## src/rtl/lcd_timing_pkg.sv

```systemverilog
package lcd_timing_pkg;
  localparam int CW = 12;  // segment/total counter width
  localparam int PW = 10;  // coordinate width

  typedef struct packed {
    logic [CW-1:0] sync_len;
    logic [CW-1:0] bp_len;
    logic [CW-1:0] act_len;
    logic [CW-1:0] fp_len;
  } seg_t;

  // horizontal: every field stored minus one
  function automatic seg_t dec_h(input logic [31:0] r);
    seg_t s;
    s.sync_len = CW'(r[15:10]) + CW'(1);
    s.bp_len   = CW'(r[31:24]) + CW'(1);
    s.act_len  = CW'(r[9:0])   + CW'(1);
    s.fp_len   = CW'(r[23:16]) + CW'(1);
    return s;
  endfunction

  // vertical: porches stored as is
  function automatic seg_t dec_v(input logic [31:0] r);
    seg_t s;
    s.sync_len = CW'(r[15:10]) + CW'(1);
    s.bp_len   = CW'(r[31:24]);
    s.act_len  = CW'(r[9:0])   + CW'(1);
    s.fp_len   = CW'(r[23:16]);
    return s;
  endfunction
endpackage

```

## src/rtl/lcd_pix_div.sv

```systemverilog
module lcd_pix_div #(
  parameter int DW      = 8,
  parameter int MIN_TFT = 2,
  parameter int MIN_PAS = 3
) (
  input  logic          clk_i,
  input  logic          rst_ni,
  input  logic          run_i,
  input  logic          clr_i,
  input  logic          tft_i,
  input  logic [DW-1:0] div_i,
  output logic          tick_o,
  output logic          pclk_o
);
  logic [DW-1:0] cnt_q, eff, floor_v;

  always_comb begin
    floor_v = tft_i ? DW'(MIN_TFT) : DW'(MIN_PAS);
    eff     = (div_i < floor_v) ? floor_v : div_i;
  end

  assign tick_o = run_i && (cnt_q == eff - DW'(1));
  assign pclk_o = run_i && (cnt_q >= (eff >> 1));

  always_ff @(posedge clk_i or negedge rst_ni) begin
    if (!rst_ni)      cnt_q <= '0;
    else if (clr_i)   cnt_q <= '0;
    else if (tick_o)  cnt_q <= '0;
    else if (run_i)   cnt_q <= cnt_q + DW'(1);
  end
endmodule

```

## src/rtl/lcd_scan_ctr.sv

```systemverilog
module lcd_scan_ctr
  import lcd_timing_pkg::*;
(
  input  logic          clk_i,
  input  logic          rst_ni,
  input  logic          clr_i,
  input  logic          step_i,
  input  seg_t          seg_i,
  output logic          wrap_o,
  output logic          sync_o,
  output logic          act_o,
  output logic [PW-1:0] apos_o
);
  logic [CW-1:0] pos_q, total, act_beg, act_end, rel;

  always_comb begin
    act_beg = seg_i.sync_len + seg_i.bp_len;
    act_end = act_beg + seg_i.act_len;
    total   = act_end + seg_i.fp_len;
    rel     = pos_q - act_beg;
  end

  assign wrap_o = step_i && (pos_q == total - CW'(1));
  assign sync_o = pos_q < seg_i.sync_len;
  assign act_o  = (pos_q >= act_beg) && (pos_q < act_end);
  assign apos_o = act_o ? rel[PW-1:0] : '0;

  always_ff @(posedge clk_i or negedge rst_ni) begin
    if (!rst_ni)      pos_q <= '0;
    else if (clr_i)   pos_q <= '0;
    else if (wrap_o)  pos_q <= '0;
    else if (step_i)  pos_q <= pos_q + CW'(1);
  end
endmodule

```

## src/rtl/lcd_acb_gen.sv

```systemverilog
module lcd_acb_gen #(
  parameter int NW = 8
) (
  input  logic          clk_i,
  input  logic          rst_ni,
  input  logic          run_i,
  input  logic          line_end_i,
  input  logic [NW-1:0] lines_i,
  input  logic          tft_i,
  input  logic          de_i,
  output logic          acb_o
);
  logic [NW-1:0] lcnt_q, limit;
  logic          tog_q;

  assign limit = (lines_i == '0) ? NW'(1) : lines_i;
  assign acb_o = tft_i ? de_i : tog_q;

  always_ff @(posedge clk_i or negedge rst_ni) begin
    if (!rst_ni) begin
      lcnt_q <= '0;
      tog_q  <= 1'b0;
    end else if (!run_i) begin
      lcnt_q <= '0;
      tog_q  <= 1'b0;
    end else if (line_end_i) begin
      if (lcnt_q + NW'(1) >= limit) begin
        lcnt_q <= '0;
        tog_q  <= ~tog_q;
      end else begin
        lcnt_q <= lcnt_q + NW'(1);
      end
    end
  end
endmodule

```

## src/rtl/lcd_timing.sv

```systemverilog
module lcd_timing
  import lcd_timing_pkg::*;
#(
  parameter int DIV_MIN_TFT = 2,
  parameter int DIV_MIN_PAS = 3
) (
  input  logic          clk_i,
  input  logic          rst_ni,
  input  logic          enable_i,
  input  logic          tft_i,
  input  logic [31:0]   hcfg_i,
  input  logic [31:0]   vcfg_i,
  input  logic [31:0]   ccfg_i,
  output logic          pix_en_o,
  output logic          pclk_o,
  output logic          hsync_o,
  output logic          vsync_o,
  output logic          de_o,
  output logic          acb_o,
  output logic          pix_req_o,
  output logic [PW-1:0] x_o,
  output logic [PW-1:0] y_o,
  output logic          done_o
);
  localparam int POL_VS = 20;
  localparam int POL_HS = 21;
  localparam int POL_PC = 22;
  localparam int POL_DE = 23;
  localparam int POL_AC = 24;

  logic        run_q, done_q, tft_q;
  logic [31:0] hcfg_q, vcfg_q, ccfg_q;
  logic        start, load, stop, clr, frame_end;
  logic        tick, pclk_raw;
  logic        h_wrap, h_sync, h_act, v_sync, v_act;
  logic [PW-1:0] h_pos, v_pos;
  logic        de_raw, hs_raw, vs_raw, acb_raw;
  seg_t        hseg, vseg;

  assign start = !run_q && enable_i;
  assign load  = start || (frame_end && enable_i);
  assign stop  = frame_end && !enable_i;
  assign clr   = load || stop;
  assign hseg  = dec_h(hcfg_q);
  assign vseg  = dec_v(vcfg_q);

  always_ff @(posedge clk_i or negedge rst_ni) begin
    if (!rst_ni) begin
      run_q  <= 1'b0;
      done_q <= 1'b0;
      tft_q  <= 1'b0;
      hcfg_q <= '0;
      vcfg_q <= '0;
      ccfg_q <= '0;
    end else begin
      done_q <= stop;
      if (load) begin
        run_q  <= 1'b1;
        tft_q  <= tft_i;
        hcfg_q <= hcfg_i;
        vcfg_q <= vcfg_i;
        ccfg_q <= ccfg_i;
      end else if (stop) begin
        run_q  <= 1'b0;
      end
    end
  end

  lcd_pix_div #(.DW(8), .MIN_TFT(DIV_MIN_TFT), .MIN_PAS(DIV_MIN_PAS)) u_div (
    .clk_i, .rst_ni, .run_i(run_q), .clr_i(clr), .tft_i(tft_q),
    .div_i(ccfg_q[7:0]), .tick_o(tick), .pclk_o(pclk_raw)
  );

  lcd_scan_ctr u_hscan (
    .clk_i, .rst_ni, .clr_i(clr), .step_i(tick), .seg_i(hseg),
    .wrap_o(h_wrap), .sync_o(h_sync), .act_o(h_act), .apos_o(h_pos)
  );

  lcd_scan_ctr u_vscan (
    .clk_i, .rst_ni, .clr_i(clr), .step_i(h_wrap), .seg_i(vseg),
    .wrap_o(frame_end), .sync_o(v_sync), .act_o(v_act), .apos_o(v_pos)
  );

  assign de_raw = run_q && h_act && v_act;
  assign hs_raw = run_q && h_sync;
  assign vs_raw = run_q && v_sync;

  lcd_acb_gen #(.NW(8)) u_acb (
    .clk_i, .rst_ni, .run_i(run_q), .line_end_i(h_wrap),
    .lines_i(ccfg_q[15:8]), .tft_i(tft_q), .de_i(de_raw), .acb_o(acb_raw)
  );

  assign pix_en_o  = tick;
  assign pix_req_o = de_raw && tick;
  assign x_o       = de_raw ? h_pos : '0;
  assign y_o       = de_raw ? v_pos : '0;
  assign done_o    = done_q;
  assign vsync_o   = vs_raw   ^ ccfg_q[POL_VS];
  assign hsync_o   = hs_raw   ^ ccfg_q[POL_HS];
  assign pclk_o    = pclk_raw ^ ccfg_q[POL_PC];
  assign de_o      = de_raw   ^ ccfg_q[POL_DE];
  assign acb_o     = acb_raw  ^ ccfg_q[POL_AC];
endmodule

```

## config.mk

```make
export PLATFORM = sky130hd
export DESIGN_NAME = lcd_timing
export DESIGN_NICKNAME = d
export VERILOG_FILES = /design/src/rtl/lcd_timing_pkg.sv /design/src/rtl/lcd_pix_div.sv /design/src/rtl/lcd_scan_ctr.sv /design/src/rtl/lcd_acb_gen.sv /design/src/rtl/lcd_timing.sv
export SDC_FILE = /design/constraint.sdc
export NUM_CORES = 1
export LEC_CHECK = 0
export ABC_CLOCK_PERIOD_IN_PS = 15600
export BUFFER_PORTS_ARGS = -buffer_cell sky130_fd_sc_hd__buf_2
export CAP_MARGIN = 20
export CORE_ASPECT_RATIO = 0.9
export CORE_MARGIN = 8
export CORE_UTILIZATION = 46
export DETAILED_ROUTE_END_ITERATION = 10
export PLACE_DENSITY = 0.71
export SLEW_MARGIN = 40
export SYNTH_ARGS = -nofsm -noshare
export SYNTH_HDL_FRONTEND = slang
export SYNTH_SLANG_ARGS = --single-unit
```

## constraint.sdc

```tcl
create_clock -name clk_i -period 15.6 [get_ports clk_i]
set_input_delay 0.78 -clock clk_i [delete_from_list [all_inputs] [get_ports clk_i]]
set_output_delay 0.78 -clock clk_i [all_outputs]
set_load 0.005 [all_outputs]
```

### Word-level counts from Yosys, hierarchy flattened

Index checks and enable logic that the tools add are counted.
Widths: inputs -> output; s select.

| word-level totals | value |
|---|---|
| flip-flop bits (word level) | 133 |
| latch bits | 0 |
| bits in writable memories | 0 |
| memory bits (read-only) | 0 |
| output and inout port bits | 28 |
| memories kept | 0 |

| cells by class | value |
|---|---|
| $add $sub $neg | 21 |
| multiply operators | 0 |
| divide/modulo/power cells | 0 |
| order comparisons | 9 |
| eq/ne operators | 5 |
| shift operators | 0 |
| mux-type cells | 25 |
| bitwise logic cells | 6 |
| reduce and logical (&&, ||, !) cells | 24 |

Operator list:

| operator | number |
|---|---|
| $mux 12 | 6 |
| $mux 8 | 8 |
| $mux 10 | 4 |
| $add 12x1->12 const B | 2 |
| $add 12x11->12 | 2 |
| $eq 12x12->1 | 2 |
| $lt 12x12->1 | 2 |
| $lt 12x7->1 | 2 |
| $sub 12x1->12 const B | 2 |
| $add 10x1->11 const B | 2 |
| $sub 10x10->10 | 2 |
| $add 8x1->9 const B | 2 |
| $add 8x1->8 const B | 2 |
| $add 6x1->7 const B | 2 |
| $logic_and 1x1->1 | 14 |
| $add 12x8->12 | 1 |
| $add 12x9->12 | 1 |
| $ge 12x10->1 | 1 |
| $ge 12x9->1 | 1 |
| $add 7x9->10 | 1 |
| $add 7x8->9 | 1 |
| $reduce_bool 3->1 | 3 |
| $eq 8x8->1 | 1 |
| $ge 8x7->1 | 1 |
| other kinds (12) | 25 |

### Depth between registers and ports, before layout

Gate-level depths: netlist of run 1.

| depth | value |
|---|---|
| depth in word-level cells | 12 |
| depth in mapped cells | 30 |
| gate-level depth less buffers | 27 |

### Modules after synthesis

From an unflattened synthesis of run 1, not the netlist that was laid out.

| second synthesis, totals | value |
|---|---|
| cells, all modules | 1463 |
| area, all modules | 13197.7 um^2 |

Modules (own cells, without submodules):

| module | times used | cells an instance | area an instance (um^2) | seq. area each (um^2) |
|---|---|---|---|---|
| lcd_timing | 1 | 323 | 4316.6 | 2202.1 |
| lcd_scan_ctr at u_hscan | 1 | 471 | 3662.3 | 300.3 |
| lcd_scan_ctr at u_vscan | 1 | 466 | 3498.4 | 300.3 |
| lcd_pix_div | 1 | 117 | 974.7 | 200.2 |
| lcd_acb_gen | 1 | 86 | 745.7 | 225.2 |

### Worst setup path after synthesis of run 1

OpenSTA, ideal clock, no wires.

| path | value |
|---|---|
| path type | register -> register |
| start point | reg vcfg_q[10] |
| end point | reg ccfg_q[10] |
| setup time | 127 ps |
| data arrival time | 5987 ps |
| setup slack | 9486 ps |
| stages on the path, launching flop included | 30 |
| path buffers | 2 |
| clock period less this slack | 6114 ps |
| path through | dfrtp_1 -> ha_1 -> ha_1 -> a21o_1 -> a21oi_1 -> o21bai_1 -> a21oi_1 -> o21bai_1 -> a21oi_1 -> xnor2_1 -> ha_1 -> nand4_1 -> o21a_1 -> nand2_1 -> a31oi_1 -> nand2_1 -> xor2_1 -> ha_1 -> a21oi_1 -> nor2b_1 -> a311o_1 -> xor2_1 -> o31ai_1 -> o32ai_1 -> nor4_1 -> nand4b_4 -> a21boi_2 -> buf_4 -> buf_6 -> mux2_1 |

| on the way | value |
|---|---|
| cells in the longest elaborated chain, start to end | 9 |

RTL lines:

| element | line | source |
|---|---|---|
| start: declaration | lcd_timing.sv:32 | `logic [31:0] hcfg_q, vcfg_q, ccfg_q;` |
| start signal: assignment | lcd_timing.sv:61 | `vcfg_q <= vcfg_i;` |
| $add 6x1->7 | lcd_timing_pkg.sv:25 | `s.sync_len = CW'(r[15:10]) + CW'(1);` |
| $add 7x8->9 | lcd_scan_ctr.sv:17 | `act_beg = seg_i.sync_len + seg_i.bp_len;` |
| $add 12x11->12 | lcd_scan_ctr.sv:18 | `act_end = act_beg + seg_i.act_len;` |
| $add 12x8->12 | lcd_scan_ctr.sv:19 | `total = act_end + seg_i.fp_len;` |
| $sub 12x1->12 | lcd_scan_ctr.sv:23 | `assign wrap_o = step_i && (pos_q == total - CW'(1));` |
| $eq 12x12->1 | lcd_scan_ctr.sv:23 |  |
| $logic_and 1x1->1 | lcd_scan_ctr.sv:23 |  |
| $logic_and 1x1->1 | lcd_timing.sv:41 | `assign load = start \|\| (frame_end && enable_i);` |
| $logic_or 1x1->1 | lcd_timing.sv:41 |  |
| end signal: assignment | lcd_timing.sv:62 | `ccfg_q <= ccfg_i;` |
| end: declaration | lcd_timing.sv:32 |  |

No other way between the ends.
A chain may end at the register's enable or synchronous reset.

### Final worst setup path of run 1

| path | value |
|---|---|
| start point | reg vcfg_q[10] |
| end point | reg hcfg_q[8] |

| on the way | value |
|---|---|
| cells in the longest elaborated chain, start to end | 9 |

RTL lines:

| element | line | source |
|---|---|---|
| $add 6x1->7 | lcd_timing_pkg.sv:25 |  |
| $add 7x8->9 | lcd_scan_ctr.sv:17 |  |
| $add 12x11->12 | lcd_scan_ctr.sv:18 |  |
| $add 12x8->12 | lcd_scan_ctr.sv:19 |  |
| $sub 12x1->12 | lcd_scan_ctr.sv:23 |  |
| $eq 12x12->1 | lcd_scan_ctr.sv:23 |  |
| $logic_and 1x1->1 | lcd_scan_ctr.sv:23 |  |
| $logic_and 1x1->1 | lcd_timing.sv:41 |  |
| $logic_or 1x1->1 | lcd_timing.sv:41 |  |
| end signal: assignment | lcd_timing.sv:60 | `hcfg_q <= hcfg_i;` |
| end: declaration | lcd_timing.sv:32 |  |

No other way between the ends.

==> results of run 1 <==
[stage by stage]
step	instance area, sq um	worst slack [ps]	utilization [%]
after floorplan	10660	9486	-
final	12140	8395	52.62
after detailed placement	11530	8386	49.95
after global routing	12140	7786	52.62
after global placement	11520	8487	49.93
after CTS	12140	8375	52.62
[power groups by stage]
stage	logic, mW	clock network, mW	registers (mW)
5_1_grt	1.34	0.446	0.437
3_5_place_dp	1.17	0	0.436
4_1_cts	1.19	0.433	0.430
2_1_floorplan	0.964	0	0.414
3_3_place_gp	1.14	0	0.435
6_report	1.19	0.423	0.430
[worst max path at each step]
stage	start	to	depth (start not counted)
floorplan	vcfg_q[10]	ccfg_q[10]	29
global placement	vcfg_q[10]	hcfg_q[25]	28
detailed placement	vcfg_q[10]	hcfg_q[25]	28
CTS	vcfg_q[10]	hcfg_q[25]	28
global route	vcfg_q[10]	hcfg_q[6]	28
finish	vcfg_q[10]	hcfg_q[8]	28
[per-layer routing]
layer	share of wire, %	wire length [um]
met5	0	0
met1	49	12520
met4	1.6	410
met3	4.8	1246
met2	45	11600
[area by class of cell]
cell class                 instances  area [sq um]
clock buffer                      18         439.2
tap                              302         377.9
sequential                       129          3228
timing repair buffer             120         620.6
multi-input combinational        865          6847
clock inverter                    14         176.4
fill                            2160         10930
inverter                         121         454.2
[cells by family (layout without fill, tap and decap cells)]
family / count (synthesis) / after routing / share of synthesized area, %
compound gates: 233 / 233 / 14.35
xor+xnor: 112 / 112 / 9.205
fa+ha+maj: 133 / 133 / 16.16
buf+inv: 144 / 273 / 5.530
flops: 129 / 129 / 30.29
mux: 91 / 91 / 9.604
simple gates: 296 / 296 / 14.86
[placed cells by master, fill, tap and decap left out, types with 6 or more instances in the layout]
| cell | instances |
|---|---|
| a211oi_1 | 8 |
| a21o_1 | 25 |
| a21oi_1 | 58 |
| and2_1 | 10 |
| and3_1 | 20 |
| buf_2 | 115 |
| clkbuf_16 | 17 |
| dfrtp_1 | 129 |
| fa_1 | 8 |
| ha_1 | 124 |
| inv_1 | 120 |
| mux2_1 | 40 |
| mux2_2 | 46 |
| nand2_1 | 51 |
| nand2b_1 | 17 |
| nand3_1 | 26 |
| nand4_1 | 15 |
| nand4b_1 | 6 |
| nor2_1 | 60 |
| nor2b_1 | 19 |
| nor3_1 | 26 |
| nor4_1 | 10 |
| o21a_1 | 25 |
| o21ai_0 | 48 |
| o21bai_1 | 8 |
| o31ai_1 | 11 |
| or2_2 | 6 |
| or3_1 | 8 |
| or4_1 | 7 |
| xnor2_1 | 69 |
| xor2_1 | 43 |
[registers in the layout, summed over array words and instances (netlist names)]
name	flops
hcfg_q	32
vcfg_q	32
ccfg_q	21
u_hscan.pos_q	12
u_vscan.pos_q	12
u_acb.lcnt_q	8
u_div.cnt_q	8
done_o	1
run_q	1
tft_q	1
u_acb.tog_q	1
==> impl_metrics.json, run 1 <==
{
  "cts_tree": "built",
  "seq_area_frac_synth_pct": 30.29,
  "ys_ff_latch": 129,
  "finClkSkew_ps": 14.90,
  "ir_worst_vdd_uv": 95.59,
  "drtPass1Iterations": 5,
  "slowest_stage": "nor4_1",
  "min_path_type": "input pin to asynchronous set/reset pin",
  "cts_resized": 0,
  "crit_family": "compound AO/OA/AOI/OAI gates",
  "critPathBufInv": 1,
  "cp_max_fo": 47,
  "synth_most_common_cell": "dfrtp_1",
  "cts-root-buf": "clkbuf_16",
  "async_flop_share_pct": 100.0,
  "grt.met3_usage_pct": 3.544,
  "switchingPower_uw": 869.2,
  "yosys-top-cells-count": "dfrtp_1, ha_1, inv_1",
  "ys_top_cells_by_area": "dfrtp_1, ha_1, xnor2_1",
  "crit_type": "flip-flop to flip-flop",
  "drive_above_1_share_pct": 16.97,
  "fin_nets": 1486,
  "cts.sinks": 129,
  "setup_viol": 0,
  "r2r_end": "hcfg_q[8]",
  "fmax_mhz": 138.8,
  "power.density_nw_per_um2": 168.2,
  "yosys.area.top_type": "dfrtp_1",
  "ys.flop_type": "dfrtp_1",
  "rows": 53,
  "die_w_um": 176.4,
  "hold_violations": 0,
  "leakagePower_nw": 6.008,
  "stdcell_count": 1569,
  "antenna_found_initial": 0,
  "drc": 0,
  "p_clk_share_pct": 20.7,
  "internal-power_mw": 1.173,
  "worst_ep_required_time_ps": 15910,
  "io_pins": 128,
  "wl_per_cell_um": 16.43,
  "post_cts_buffers": 0,
  "clk_pin_slew_ps": 60,
  "rsz0062_at_grt": "false",
  "drt_first_iter_violations": 633,
  "grt_start_max_net_pins": 69,
  "hold_slack_ps": 340.6,
  "endpoint_kind": "flip-flop",
  "clockBufferDepth": 2,
  "use_met2_pct": 29.54,
  "final.setup.tns_ps": 0,
  "slew_violations": 0,
  "fin_crit_ps": 7205,
  "netlist.area_leader.share_pct": 30.29,
  "numCtsBuffers": 17,
  "p_sw_share_pct": 42.55,
  "initial_core_util_pct": 46.18,
  "globalplace.congestion": 0.8856,
  "gr-max-usage-layer": "met2",
  "slew_headroom_pct": 43.09,
  "die_h_um": 160.4,
  "htreeDepth": 4,
  "track_usage_pct": 18.79,
  "critPathMaxStageDelay_ps": 550,
  "drt.antenna.violating_nets": 0,
  "ys_warn_count": 0,
  "cap_violations": 0,
  "clk_latency_ps": 430,
  "n_antenna_cell": 0,
  "routed_wl_mm": 25.78,
  "numPlacedInstances": 1537,
  "p_seq_share_pct": 21.0,
  "area_delta_synth_final_pct": 13.95,
  "synth_edf_count": 0,
  "grt_pass1_vias": 8694,
  "outcome": "completed",
  "grt_pass1_wl_mm": 43.57,
  "fin_crit_sh_pct": 46.19,
  "use_met1_pct": 25.75,
  "die-area_sq_um": 28300,
  "hold_buffers": 0,
  "core-area_sq_um": 23080,
  "startpoint_type": "flip-flop",
  "power_mw": 2.043,
  "syn_inst": 1138,
  "combinationalPowerShare_pct": 58.3,
  "via_per_inst": 5.465,
  "port_buffers": 116,
  "reg2reg_from": "vcfg_q[10]",
  "r2r_cells": 28,
  "syn_avg_cell_area_sq_um": 9.364,
  "synth_fp_nets": 1370,
  "cp.arrival_ps": 7520,
  "ys_types": 73,
  "vias": 8575,
  "synth_area_sq_um": 10660,
  "dp_hpwl_mm": 19.94,
  "reg2reg_slack_ps": 8390,
  "grt_overflow": 0,
  "tightest_slew_ps": 847.2
}
Note: power is estimated with default switching activity, not from simulation.
==> inputs of run 2 (changes only) <==
--- a/config.mk
+++ b/config.mk
@@ -5,7 +5,7 @@
 export SDC_FILE = /design/constraint.sdc
 export NUM_CORES = 1
 export LEC_CHECK = 0
-export ABC_CLOCK_PERIOD_IN_PS = 15600
+export ABC_CLOCK_PERIOD_IN_PS = 6900
 export BUFFER_PORTS_ARGS = -buffer_cell sky130_fd_sc_hd__buf_2
 export CAP_MARGIN = 20
 export CORE_ASPECT_RATIO = 0.9
==> constraint.sdc (replaced) <==
create_clock -name clk_i -period 6.9 [get_ports clk_i]
set_input_delay 0.345 -clock clk_i [delete_from_list [all_inputs] [get_ports clk_i]]
set_output_delay 0.345 -clock clk_i [all_outputs]
set_load 0.005 [all_outputs]
==> run 2 against run 1 <==
Effect of this change: design area rose by 1.6%; cell count rose by 0.64%; critical path depth fell by 4; combinational power rose by 130%; worst setup slack got worse by 8000 ps; die area did not move; core utilization rose by 0.84 points; largest power group unchanged; sequential power rose by 130%; global-route usage rose by 0.15 points; sequential share of layout area fell by 0.42 points; critical endpoint is now ccfg_q[2]; register-to-register slack got worse by 8000 ps.
==> impl_metrics.json, run 2 (same netlist as run 1, synthesis figures left out) <==
{
  "crit_family": "compound AO/OA/AOI/OAI gates",
  "cts-root-buf": "clkbuf_16",
  "rows": 53,
  "critPathBufInv": 2,
  "cts.sinks": 129,
  "critPathMaxStageDelay_ps": 460,
  "path_cells": "ha_1 > ha_1 > a21o_1 > a21o_1 > a21oi_1 > o21bai_1 > xor2_1 > ha_1 > and3_1 > a221oi_1 > xnor2_1 > ha_1 > o21a_1 > nor2_1 > a311oi_1 > nor3_1 > or4_1 > a211o_1 > and2_1 > nand4b_4 > a21boi_4 > buf_4 > bufbuf_16 > mux2_2",
  "track_usage_pct": 18.93,
  "drt.antenna.violating_nets": 0,
  "clockBufferDepth": 2,
  "power.density_nw_per_um2": 375.9,
  "outcome": "completed",
  "area_delta_synth_final_pct": 15.77,
  "n_antenna_cell": 0,
  "wl_per_cell_um": 16.89,
  "final.setup.tns_ps": 0,
  "wl_met2_mm": 11.95,
  "fin_crit_ps": 6466,
  "fmax_mhz": 154.6,
  "slew_violations": 0,
  "min_path_type": "input pin to flip-flop",
  "reg2reg_slack_ps": 430,
  "fin_crit_sh_pct": 93.72,
  "highest_layer": "met4",
  "via_per_inst": 5.566,
  "io_pins": 128,
  "reg2reg_from": "hcfg_q[10]",
  "endpoint": "ccfg_q[2]",
  "wl_met3_mm": 1.159,
  "layout_commonest_cell": "dfrtp_1",
  "startpoint_type": "flip-flop",
  "slowest_stage": "dfrtp_1",
  "hold_violations": 0,
  "grt_start_max_net_pins": 65,
  "numCtsBuffers": 17,
  "final_cell_mix": "dfrtp_1, ha_1, inv_1",
  "globalplace.congestion": 0.8842,
  "htreeDepth": 4,
  "die_w_um": 176.4,
  "crit_top_cell": "ha_1",
  "clk_latency_ps": 430,
  "crit_type": "flip-flop to flip-flop",
  "cts_tree": "built",
  "cp_max_fo": 23,
  "tightest_slew_ps": 742.5,
  "vias": 8788,
  "drtPass1Iterations": 5,
  "dpl_cell_area_sq_um": 11600,
  "cap_violations": 0,
  "endpoint_kind": "flip-flop",
  "die_h_um": 160.4,
  "die-area_sq_um": 28300,
  "antenna_found_initial": 0,
  "grt_pass1_wl_mm": 43.79,
  "dp_hpwl_mm": 20.35,
  "clk_pin_slew_ps": 70,
  "worst_ep_required_time_ps": 7210,
  "cp.arrival_ps": 6780,
  "setup_viol": 0,
  "setup.worst_path.start": "hcfg_q[10]",
  "drive_above_1_share_pct": 18.56,
  "r2r_end": "ccfg_q[2]",
  "core-area_sq_um": 23080,
  "fin_nets": 1496,
  "r2r_cells": 24,
  "reg.largest.list": "hcfg_q x32, vcfg_q x32, ccfg_q x21",
  "drc": 0,
  "drt_first_iter_violations": 548,
  "ir_worst_vdd_uv": 205.1,
  "whs_path_depth": 2,
  "leakagePower_nw": 6.067,
  "grt_pass1_vias": 8936,
  "rsz0062_at_grt": "false",
  "routed_wl_mm": 26.67,
  "port_buffers": 116,
  "finClkSkew_ps": 16.56,
  "cp_num_cells": 24,
  "grt_overflow": 0,
  "initial_core_util_pct": 46.18,
  "slew_headroom_pct": 50.14,
  "drt-met1-wl_mm": 13.08,
  "final_area_sq_um": 12340
}
==> run 2: area by class of cell <==
class	instances	area, sq um
multi-input combinational	865	6923
inverter	121	454.2
clock inverter	15	171.4
fill	2108	10740
sequential	129	3228
tap	302	377.9
timing repair buffer	130	757.0
clock buffer	17	425.4
==> run 2: stage by stage <==
| stage | total power, mW | setup WS [ps] | instances | hold WS, ps | utilization (%) |
|---|---|---|---|---|---|
| floorplan | 3.115 | 785.7 | 1138 | 49.41 | - |
| global placement | 3.558 | 195.4 | 1541 | 391.7 | 50.17 |
| detailed placement | 3.640 | 38.62 | 1542 | 402.5 | 50.26 |
| CTS | 4.601 | 39.53 | 1578 | 115.3 | 53.12 |
| global route | 5.038 | 26.50 | 1579 | 121.0 | 53.46 |
| finish | 4.638 | 433.5 | 1579 | 128.0 | 53.46 |
==> run 2: report_power, final <==
part	internal (mW)	switching, mW	leakage [nW]
clock	0.543	0.390	0.280
sequential	0.847	0.130	1.64
combinational	1.24	1.49	4.14
total	2.63	2.01	6.07
==> run 2: how the worst min path moves through the flow <==
stage	from	to	slack, ps
6_report	vcfg_i[0]	vcfg_q[0]	130
3_5_place_dp	rst_ni	ccfg_q[3]	400
4_1_cts	vcfg_i[0]	vcfg_q[0]	120
3_3_place_gp	rst_ni	ccfg_q[3]	390
2_1_floorplan	rst_ni	ccfg_q[0]	50
5_1_grt	vcfg_i[0]	vcfg_q[0]	120
==> run 2: routing by layer <==
| metal | track usage, % | vias to the layer above |
|---|---|---|
| met4 | 5.422 | 0 |
| met1 | 25.71 | 4280 |
| met2 | 29.91 | 181 |
| met5 | 0 | - |
| li1 | - | 4298 |
| met3 | 3.990 | 29 |
==> run 2: timing repair <==
item / in CTS / in global routing
endpoints found under the setup margin: 30 / 88
buffers inserted: 2 / 1
hold buffers: 1 / 0
resized for setup: 1 / 14
endpoints found under the hold margin: 63 / 0
pin swaps: 1 / 2
cloned: 1 / 0
==> inputs of run 3 (changes only) <==
--- a/config.mk
+++ b/config.mk
@@ -5,6 +5,7 @@
 export SDC_FILE = /design/constraint.sdc
 export NUM_CORES = 1
 export LEC_CHECK = 0
+export ABC_AREA = 1
 export ABC_CLOCK_PERIOD_IN_PS = 6900
 export BUFFER_PORTS_ARGS = -buffer_cell sky130_fd_sc_hd__buf_2
 export CAP_MARGIN = 20
@@ -13,7 +14,6 @@
 export CORE_UTILIZATION = 46
 export DETAILED_ROUTE_END_ITERATION = 10
 export PLACE_DENSITY = 0.71
-export SLEW_MARGIN = 40
 export SYNTH_ARGS = -nofsm -noshare
 export SYNTH_HDL_FRONTEND = slang
 export SYNTH_SLANG_ARGS = --single-unit
==> run 3 against run 2 <==
Effect of this change: first-iteration DRC count up 40%; combinational power is 66% lower; largest cell class unchanged; largest power group unchanged; cell count up 28%.
==> impl_metrics.json, run 3 <==
{
  "synth_xor_area_share_pct": 6.393,
  "routed_wl_mm": 29.82,
  "rsz0062_at_grt": "false",
  "synth_compound_area_share_pct": 8.008,
  "numCtsBuffers": 17,
  "slew_violations": 0,
  "synth_fp_nets": 1832,
  "final.setup.tns_ps": 0,
  "die_h_um": 164.3,
  "grt_start_max_net_pins": 91,
  "vias": 10560,
  "fin_crit_ps": 6271,
  "via_per_inst": 5.221,
  "stdcell_count": 2023,
  "numPlacedInstances": 1990,
  "fin_crit_sh_pct": 90.88,
  "grt_pass1_vias": 10300,
  "hold_slack_ps": 143.3,
  "critPathBufInv": 5,
  "setup_viol": 0,
  "fmax_mhz": 159.5,
  "synth_top_family_by_area": "simple AND/OR/NAND/NOR gates",
  "drc": 0,
  "final_cell_mix": "nand2_1, inv_1, nand3_1",
  "fin_nets": 1934,
  "drtPass1Iterations": 5,
  "min_path_type": "input pin to flip-flop",
  "leakagePower_nw": 7.143,
  "cts-root-buf": "clkbuf_16",
  "yosys.area.top_type": "dfrtp_1",
  "wl_per_cell_um": 14.74,
  "grt_pass1_wl_mm": 49.85,
  "async_flop_share_pct": 100.0,
  "worst_ep_required_time_ps": 6550,
  "hold_violations": 0,
  "globalplace.congestion": 0.9639,
  "finClkSkew_ps": 10.41,
  "post_cts_buffers": 0,
  "ys_types": 47,
  "die_w_um": 180.7,
  "cp_max_fo": 21,
  "power.density_nw_per_um2": 213.2,
  "track_usage_pct": 20.44,
  "n_antenna_cell": 0,
  "htreeDepth": 4,
  "layout_commonest_cell": "nand2_1",
  "slew_headroom_pct": 36.66,
  "yosys.area_share.simple_pct": 32.19,
  "drt_first_iter_violations": 768,
  "startpoint_type": "flip-flop",
  "cap_violations": 0,
  "syn_avg_cell_area_sq_um": 7.022,
  "synth_edf_count": 0,
  "port_buffers": 116,
  "drive_above_1_share_pct": 10.15,
  "slowest_stage": "dfrtp_1",
  "core-area_sq_um": 24120,
  "rows": 54,
  "ys_ff_latch": 129,
  "reg2reg_slack_ps": 750,
  "reg.largest.list": "hcfg_q x32, vcfg_q x32, ccfg_q x21",
  "critPathMaxStageDelay_ps": 470,
  "die-area_sq_um": 29690,
  "tightest_slew_ps": 950.1,
  "crit_family": "simple AND/OR/NAND/NOR gates",
  "dp_hpwl_mm": 23.33,
  "netlist.area_leader.share_pct": 28.73,
  "cp.arrival_ps": 5930,
  "cts.sinks": 129,
  "area_delta_synth_final_pct": 12.63,
  "yosys-top-cells-count": "nand2_1, inv_1, nand3_1",
  "clockBufferDepth": 2,
  "syn_inst": 1600,
  "io_pins": 128,
  "cts_tree": "built",
  "ys_top_cells_by_area": "dfrtp_1, nand2_1, ha_1",
  "ys_warn_count": 0,
  "grt_overflow": 0,
  "synthAdderAreaFrac_pct": 15.24,
  "muxShareOfSynthArea_pct": 0.08910,
  "power_mw": 2.698,
  "clk_pin_slew_ps": 60,
  "seq_area_frac_synth_pct": 28.73,
  "synth_most_common_cell": "nand2_1",
  "ys.flop_type": "dfrtp_1",
  "synth_area_sq_um": 11230,
  "antenna_found_initial": 0,
  "initial_core_util_pct": 46.58,
  "ir_worst_vdd_uv": 154.4,
  "crit_type": "flip-flop to output port",
  "drt.antenna.violating_nets": 0,
  "endpoint_kind": "output port",
  "clk_latency_ps": 430,
  "outcome": "completed"
}
[run 3: changes by cell type in the layout (fill, tap and decap cells not counted), moves of 18 or more]
cell,previous run,this run
mux2_1,40,0
nor2b_1,19,0
nor2_1,60,108
mux2_2,46,0
and3_1,20,0
inv_1,120,217
o21a_1,25,5
xor2_1,42,60
xnor2_1,68,22
nand3_1,26,183
nand2_1,50,457
a21o_1,25,5
[run 3: cell families (layout without fill, tap and decap cells)]
kind of cell	after synthesis	after routing
AO/OA/AOI/OAI	156	156
XOR/XNOR	82	82
adder cells (fa/ha/maj)	132	132
buffers and inverters	263	378
flip-flops	129	129
multiplexers	1	1
AND/OR/NAND/NOR	837	837
[run 3: through the flow]
step | utilization [%] | cell area (sq um) | worst slack, ps
3_5_place_dp | 49.96 | 12050 | 720.6
5_1_grt | 52.46 | 12650 | 111.2
6_report | 52.46 | 12650 | 629.3
4_1_cts | 52.42 | 12640 | 636.1
3_3_place_gp | 49.96 | 12050 | 798.0
2_1_floorplan | - | 11230 | 2002
[run 3: tightest hold or removal path, cell delays in order]
cell	delay [ps]
buf_2	70
nand3_1	60
nand2_1	60
[run 3: final timing paths]
| check | depth (start not counted) | end | from |
|---|---|---|---|
| worst max-delay path | 26 | y_o[7] | hcfg_q[10] |
| worst min-delay path | 3 | ccfg_q[8] | ccfg_i[8] |
| worst max register to register | 30 | ccfg_q[3] | hcfg_q[10] |
| worst min register to register | 2 | ccfg_q[15] | ccfg_q[15] |
| max in group asynchronous | 3 | hcfg_q[21] | rst_ni |
| min in group asynchronous | 2 | done_o | rst_ni |
[run 3: cell type report]
cell class | instances | area, sq um
sequential | 129 | 3228
multi-input combinational | 1208 | 6960
timing repair buffer | 123 | 658.1
fill | 2280 | 11470
clock buffer | 18 | 429.2
tap | 308 | 385.4
inverter | 223 | 837.1
clock inverter | 14 | 155.1
[run 3: metal layers]
| metal | global-route usage (%) | wire [um] | vias up | share of wire, % |
|---|---|---|---|---|
| met2 | 33.20 | 13120 | 285 | 44 |
| met5 | 0 | 0 | - | 0 |
| met1 | 27.83 | 14480 | 4838 | 49 |
| met4 | 5.030 | 462 | 0 | 1.5 |
| li1 | - | - | 5401 | - |
| met3 | 3.737 | 1747 | 38 | 5.9 |
[run 3: timing repair]
action	4_1_cts	5_1_grt
hold endpoints to repair	70	0
resized for setup	0	2
endpoints found under the setup margin	0	17
hold buffers	1	0
[run 3: report_power, final]
| part | switching [mW] | total (mW) | internal, mW |
|---|---|---|---|
| Sequential | 0.0694 | 0.867 | 0.798 |
| Clock | 0.374 | 0.911 | 0.538 |
| Combinational | 0.545 | 0.920 | 0.375 |
